===== config.mk =====
export PLATFORM = sky130hd
export DESIGN_NAME = cmd_block_validator
export DESIGN_NICKNAME = d
export VERILOG_FILES = /design/src/rtl/cbv_pkg.sv /design/src/rtl/cbv_len_check.sv /design/src/rtl/cbv_cmd_match.sv /design/src/rtl/cmd_block_validator.sv
export SDC_FILE = /design/constraint.sdc
export NUM_CORES = 1
export LEC_CHECK = 0
export BUFFER_PORTS_ARGS = -buffer_cell sky130_fd_sc_hd__buf_2
export CAP_MARGIN = 20
export CORE_ASPECT_RATIO = 2
export CORE_MARGIN = 8
export CORE_UTILIZATION = 51
export CTS_BUF_LIST = sky130_fd_sc_hd__clkbuf_4 sky130_fd_sc_hd__clkbuf_8
export DETAILED_ROUTE_END_ITERATION = 8
export PLACE_DENSITY = 0.92
export REMOVE_ABC_BUFFERS = 1
export SYNTH_ARGS = -nofsm -noshare
export SYNTH_HDL_FRONTEND = slang
export SYNTH_HIERARCHICAL = 1
export SYNTH_SLANG_ARGS = --single-unit

===== constraint.sdc =====
create_clock -name clk -period 10.3 [get_ports clk]
set_input_delay 3.09 -clock clk [delete_from_list [all_inputs] [get_ports clk]]
set_output_delay 3.09 -clock clk [all_outputs]
set_load 0.005 [all_outputs]

===== src/rtl/cbv_pkg.sv =====
package cbv_pkg;
   typedef enum logic [1:0] {
      VERD_NONE  = 2'd0,
      VERD_PRIV  = 2'd1,
      VERD_OPER  = 2'd2,
      VERD_ACCEPT = 2'd3
   } verdict_e;

   typedef struct packed {
      verdict_e    verdict;
      logic        run;
      logic [15:0] code;
   } outcome_t;
endpackage


===== src/rtl/cbv_len_check.sv =====
module cbv_len_check #(
   parameter int W       = 16,
   parameter int MIN_LEN = 16,
   parameter int MAX_LEN = 8184,
   parameter int ALIGN   = 8
) (
   input  logic [W-1:0] len_i,
   output logic         ok_o
);
   localparam bit ALIGN_POW2 = (ALIGN & (ALIGN - 1)) == 0;
   localparam int ALIGN_BITS = (ALIGN > 1) ? $clog2(ALIGN) : 1;

   if (MIN_LEN > MAX_LEN) begin : g_bad_range
      $error("cbv_len_check: MIN_LEN above MAX_LEN");
   end
   if (ALIGN < 1) begin : g_bad_align
      $error("cbv_len_check: ALIGN must be positive");
   end
   if (MAX_LEN >= (1 << W)) begin : g_bad_width
      $error("cbv_len_check: MAX_LEN does not fit W");
   end

   logic in_range;
   logic aligned;

   assign in_range = (32'(len_i) >= 32'(MIN_LEN)) && (32'(len_i) <= 32'(MAX_LEN));

   if (ALIGN == 1) begin : g_no_align
      assign aligned = 1'b1;
   end else if (ALIGN_POW2) begin : g_mask_align
      assign aligned = (len_i[ALIGN_BITS-1:0] == '0);
   end else begin : g_mod_align
      assign aligned = ((32'(len_i) % 32'(ALIGN)) == 32'd0);
   end

   assign ok_o = in_range && aligned;
endmodule


===== src/rtl/cbv_cmd_match.sv =====
module cbv_cmd_match #(
   parameter int CMD_W    = 16,
   parameter int NUM_CMDS = 4,
   parameter logic [NUM_CMDS-1:0][CMD_W-1:0] CMD_CODES = '{16'h0004, 16'h0003, 16'h0002, 16'h0001}
) (
   input  logic [CMD_W-1:0] cmd_i,
   output logic             hit_o
);
   if (NUM_CMDS < 1) begin : g_bad_count
      $error("cbv_cmd_match: NUM_CMDS must be at least 1");
   end

   logic [NUM_CMDS-1:0] hits;

   for (genvar i = 0; i < NUM_CMDS; i++) begin : g_cmp
      assign hits[i] = (cmd_i == CMD_CODES[i]);
   end

   assign hit_o = |hits;
endmodule


===== src/rtl/cmd_block_validator.sv =====
module cmd_block_validator #(
   parameter int LEN_W     = 16,
   parameter int CMD_W     = 16,
   parameter int REQ_MIN   = 16,
   parameter int REQ_MAX   = 8184,
   parameter int RSP_MIN   = 8,
   parameter int RSP_MAX   = 8176,
   parameter int ALIGN     = 8,
   parameter int TOTAL_MAX = 8192,
   parameter int REQ_EXACT = 32,
   parameter int NUM_CMDS  = 4,
   parameter logic [NUM_CMDS-1:0][CMD_W-1:0] CMD_CODES = '{16'h0004, 16'h0003, 16'h0002, 16'h0001},
   parameter logic [15:0] CODE_OK     = 16'h0010,
   parameter logic [15:0] CODE_BADLEN = 16'h0008,
   parameter logic [15:0] CODE_BADCMD = 16'h0004
) (
   input  logic             clk,
   input  logic             rst_n,
   input  logic             start_i,
   input  logic             problem_state_i,
   input  logic [LEN_W-1:0] req_len_i,
   input  logic [LEN_W-1:0] rsp_len_i,
   input  logic [CMD_W-1:0] cmd_i,
   output logic             done_o,
   output logic             priv_fault_o,
   output logic             oper_fault_o,
   output logic             accept_o,
   output logic             exec_o,
   output logic [15:0]      rsp_code_o
);
   import cbv_pkg::*;

   localparam int SUM_W = LEN_W + 1;

   if (TOTAL_MAX >= (1 << SUM_W)) begin : g_bad_total
      $error("cmd_block_validator: TOTAL_MAX does not fit the sum width");
   end
   if (REQ_EXACT < REQ_MIN || REQ_EXACT > REQ_MAX) begin : g_bad_exact
      $error("cmd_block_validator: REQ_EXACT outside request range");
   end

   logic req_ok, rsp_ok, total_ok, cmd_hit;
   logic [SUM_W-1:0] total_len;

   cbv_len_check #(.W(LEN_W), .MIN_LEN(REQ_MIN), .MAX_LEN(REQ_MAX), .ALIGN(ALIGN))
      u_req_chk (.len_i(req_len_i), .ok_o(req_ok));

   cbv_len_check #(.W(LEN_W), .MIN_LEN(RSP_MIN), .MAX_LEN(RSP_MAX), .ALIGN(ALIGN))
      u_rsp_chk (.len_i(rsp_len_i), .ok_o(rsp_ok));

   cbv_cmd_match #(.CMD_W(CMD_W), .NUM_CMDS(NUM_CMDS), .CMD_CODES(CMD_CODES))
      u_cmd (.cmd_i(cmd_i), .hit_o(cmd_hit));

   assign total_len = SUM_W'(req_len_i) + SUM_W'(rsp_len_i);
   assign total_ok  = (32'(total_len) <= 32'(TOTAL_MAX));

   outcome_t next_out;

   always_comb begin
      next_out = '{verdict: VERD_NONE, run: 1'b0, code: 16'h0000};
      if (start_i) begin
         if (problem_state_i) begin
            next_out.verdict = VERD_PRIV;
         end else if (!req_ok || !rsp_ok || !total_ok) begin
            next_out.verdict = VERD_OPER;
         end else if (32'(req_len_i) != 32'(REQ_EXACT)) begin
            next_out.verdict = VERD_ACCEPT;
            next_out.code    = CODE_BADLEN;
         end else if (!cmd_hit) begin
            next_out.verdict = VERD_ACCEPT;
            next_out.code    = CODE_BADCMD;
         end else begin
            next_out.verdict = VERD_ACCEPT;
            next_out.code    = CODE_OK;
            next_out.run     = 1'b1;
         end
      end
   end

   always_ff @(posedge clk) begin
      if (!rst_n) begin
         done_o       <= 1'b0;
         priv_fault_o <= 1'b0;
         oper_fault_o <= 1'b0;
         accept_o     <= 1'b0;
         exec_o       <= 1'b0;
         rsp_code_o   <= '0;
      end else begin
         done_o       <= start_i;
         priv_fault_o <= (next_out.verdict == VERD_PRIV);
         oper_fault_o <= (next_out.verdict == VERD_OPER);
         accept_o     <= (next_out.verdict == VERD_ACCEPT);
         exec_o       <= next_out.run;
         rsp_code_o   <= next_out.code;
      end
   end


   priv_wins_chk: assert property (@(posedge clk) disable iff (!rst_n)
      (start_i && problem_state_i) |=> (priv_fault_o && !oper_fault_o && !accept_o));


   total_cap_chk: assert property (@(posedge clk) disable iff (!rst_n)
      (start_i && !problem_state_i && (32'(req_len_i) + 32'(rsp_len_i) > 32'(TOTAL_MAX)))
      |=> oper_fault_o);


   one_verdict_chk: assert property (@(posedge clk) disable iff (!rst_n)
      done_o |-> $onehot({priv_fault_o, oper_fault_o, accept_o}));


   done_pulse_chk: assert property (@(posedge clk) disable iff (!rst_n)
      start_i |=> done_o);


   fault_quiet_chk: assert property (@(posedge clk) disable iff (!rst_n)
      (priv_fault_o || oper_fault_o) |-> (rsp_code_o == 16'h0000 && !exec_o));


   idle_quiet_chk: assert property (@(posedge clk) disable iff (!rst_n)
      !start_i |=> (!done_o && !priv_fault_o && !oper_fault_o && !accept_o && !exec_o
                    && rsp_code_o == 16'h0000));


   exec_ok_chk: assert property (@(posedge clk) disable iff (!rst_n)
      exec_o |-> (accept_o && rsp_code_o == CODE_OK));
endmodule


==> impl_metrics.tcl <==
set metrics [dict create \
    status "finished, final reports clean" \
    dp_hpwl_um 4590 \
    worst_pin_slew_ns 0.528 \
    grt_pass1_wl_um 8450 \
    nets 317 \
    hp-class "primary input to flip-flop" \
    multi_input_area_mm2 0.00120 \
    numCtsBuffers 3 \
    firstDrtPassIters 4 \
    hold_depth 2 \
    drive_gt1_share_pct 29.1 \
    pwr-share-clk_pct 27.6 \
    io_buffers 59 \
    wirelength_um 5410 \
    ant_nets 0 \
    p_comb_share_pct 53.7 \
    path_cells "buf_2 > ha_1 > fa_1 > a21o_1 > a221o_1 > a211o_1 > a22oi_2 > nand3_1 > o41a_1 > nor4_2" \
    worstPathRequired_ns 10.43 \
    syn_area_mm2 0.00144 \
    yosysSeqAreaShare_pct 9.75 \
    diodes 0 \
    drc_errors 0 \
    top_layer_used "met4" \
    die_area_mm2 0.00488 \
    seqCellArea_um2 140 \
    critPathKind "primary input to flip-flop" \
    p_sw_share_pct 39.7 \
    ioPinCount 73 \
    final.min_clock_period_ns 5.66 \
    worstPathArrival_ns 5.79 \
    cts.sinks 7 \
    fmax_mhz 177 \
    p_switching_uw 59.2 \
    grt_max_degree 12 \
    ys_types 54 \
    wl_met3_um 625 \
    antenna_found_initial 0 \
    grt_pass1_vias 1847 \
    synthToLayoutAreaGrowth_pct 20.8 \
    vias_per_cell 6.63 \
    cts_buffer_depth 2 \
    final.setup.tns_ns 0 \
    path_max_fanout 4 \
    synth-main-ff-cell "dfxtp_1" \
    ir_drop_mv 0.0723 \
    placed_area_mm2 0.00169 \
    met1_length_um 1840 \
    startpoint_type "primary input" \
    rsz0062_at_grt "false" \
    synth_edf_count 0 \
    hp-start "rst_n" \
    fin_crit_sh_pct 54.9 \
    min_delay_worst_endpoint "priv_fault_o$_SDFF_PN0_" \
    critical-path-slowest-cell "o41a_1" \
    start_util_pct 52.5 \
    slew_violations 0 \
    cts_tree "yes" \
    overflow 0 \
    yosys_warnings 6 \
    ys_ff_latch 7 \
    grt_usage_pct 21.6 \
    nFillCells 245 \
    die_h_um 91.1 \
    cts_root_buffer "clkbuf_8" \
    p_leak_uw 0.000778 \
    syn_area_per_cell_um2 7.53 \
    fp.dieW_um 53.5 \
    wl_met2_um 2680 \
    total_power_uw 149 \
    clkTransAtPathRegs_ns 0.04 \
    design_area_mm2 0.00174 \
    max_slew_margin_pct 64.4 \
    num_rows 27 \
    ys_async_sr_fraction_pct 0 \
    setup_violations 0 \
    postCtsSetupRepairBufs 0 \
    htree_levels 1 \
    pwr-share-seq_pct 18.7 \
    max_stage_delay_ns 0.48 \
    powerDensity_mw_per_mm2 85.9 \
    ctsResizeCount 0 \
    routedWlPerCell_um 19.6 \
    vias 1829 \
    hold_viol_final 0 \
    synth_cells 191 \
    internal-power_uw 90.0 \
    worst_setup_path_end_kind "flip-flop" \
    postCtsHoldBufs 0 \
    maxCapViolCount 0 \
    core_area_mm2 0.00274 \
    gp_congestion 1.02 \
    drt-initial-drc-count 81 \
]
==> cells by family after synthesis <==
logic type      share of synthesized area [%]
simple gates                             35.0
mux                                      1.48
xor+xnor                                 1.83
fa+ha+maj                                15.3
flops                                    9.75
compound gates                           26.8
other cells                             0.261
buf+inv                                  9.57
==> final cells by class <==
class | count | area share [%]
Timing Repair Buffer | 59 | 17.0
Clock buffer | 4 | 2.81
Tap cell | 29 | 2.09
Sequential cell | 7 | 8.07
Multi-Input combinational cell | 174 | 69.4
Inverter | 3 | 0.648
==> critical path: cells and delay by family <==
kind            cells  cell delay [ns]
fa+ha+maj           2             0.65
buf+inv             1             0.11
compound gates      5             1.53
simple gates        2             0.40
==> worst max path at each step <==
stage | startpoint | to | slack, ns | depth (start not counted)
after CTS | req_len_i[0] | rsp_code_o[4]$_SDFF_PP0_ | 4.68 | 10
final | req_len_i[0] | rsp_code_o[4]$_SDFF_PP0_ | 4.64 | 10
after global routing | req_len_i[0] | rsp_code_o[4]$_SDFF_PP0_ | 4.59 | 10
after detailed placement | req_len_i[0] | rsp_code_o[4]$_SDFF_PP0_ | 4.45 | 10
after global placement | req_len_i[0] | rsp_code_o[4]$_SDFF_PP0_ | 4.54 | 10
after floorplan | req_len_i[0] | rsp_code_o[4]$_SDFF_PP0_ | 4.87 | 8
==> per-layer routing <==
metal | vias to the layer above | GRT usage, %
li1 | 841 | -
met1 | 818 | 21.3
met2 | 144 | 38.1
met3 | 26 | 5.72
met4 | 0 | 11.0
met5 | - | 0
==> synthesized netlist by cell type (6+ instances only) <==
cell | number | area (µm²)
a21oi_1 | 9 | 45.0
nor4_1 | 8 | 50.1
dfxtp_1 | 7 | 140
nand4_1 | 6 | 37.5
ha_1 | 16 | 200
o21ai_0 | 7 | 35.0
buf_4 | 14 | 105
nand2_1 | 15 | 56.3
nor2_1 | 12 | 45.0
nor3_1 | 7 | 35.0
==> flip-flops by register name, summed over array words and instances, names as in the netlist <==
register and flops:
priv_fault_o 1, rsp_code_o 3, oper_fault_o 1, done_o 1, accept_o 1
==> through the flow <==
| step | worst slack (ns) | util, % | hold WS, ns | std cells |
|---|---|---|---|---|
| 5_1_grt | 4.59 | 63.5 | 3.10 | 276 |
| 3_3_place_gp | 4.54 | 61.7 | 3.33 | 272 |
| 3_5_place_dp | 4.45 | 61.7 | 3.33 | 272 |
| 4_1_cts | 4.68 | 63.5 | 3.10 | 276 |
| 6_report | 4.64 | 63.5 | 3.11 | 276 |
| 2_1_floorplan | 4.87 | - | 3.24 | 184 |
==> power by group through the flow <==
stage | Sequential, µW | Clock [µW] | Combinational [µW]
3_3_place_gp | 28.3 | 0 | 76.2
4_1_cts | 27.9 | 40.9 | 77.7
3_5_place_dp | 28.4 | 0 | 77.4
6_report | 27.9 | 41.2 | 80.1
5_1_grt | 27.9 | 43.8 | 87.1
2_1_floorplan | 28.4 | 0 | 49.4
==> cell usage in the layout (no fill, tap or decap), types with 2 or more instances in the layout <==
cell type	synthesis	layout
a211o_1	4	4
a211oi_1	3	3
a21o_1	3	3
a21oi_1	9	9
a31oi_1	3	3
a32oi_1	2	2
and3_1	5	5
buf_2	2	59
clkbuf_8	0	3
conb_1	1	13
dfxtp_1	7	7
ha_1	16	16
inv_1	3	3
nand2_1	15	15
nand2b_1	2	2
nand3_1	3	3
nand3b_1	3	3
nand4_1	6	6
nor2_1	12	12
nor2b_1	5	5
nor3_1	7	7
nor3b_1	2	2
nor4_1	8	8
nor4_2	5	5
o2111ai_1	2	2
o211ai_1	5	5
o21a_1	2	2
o21ai_0	7	7
or2_1	2	2
or3_1	4	4
or4_1	2	2
xor2_1	3	3
Note: power is estimated with default switching activity, not from simulation.
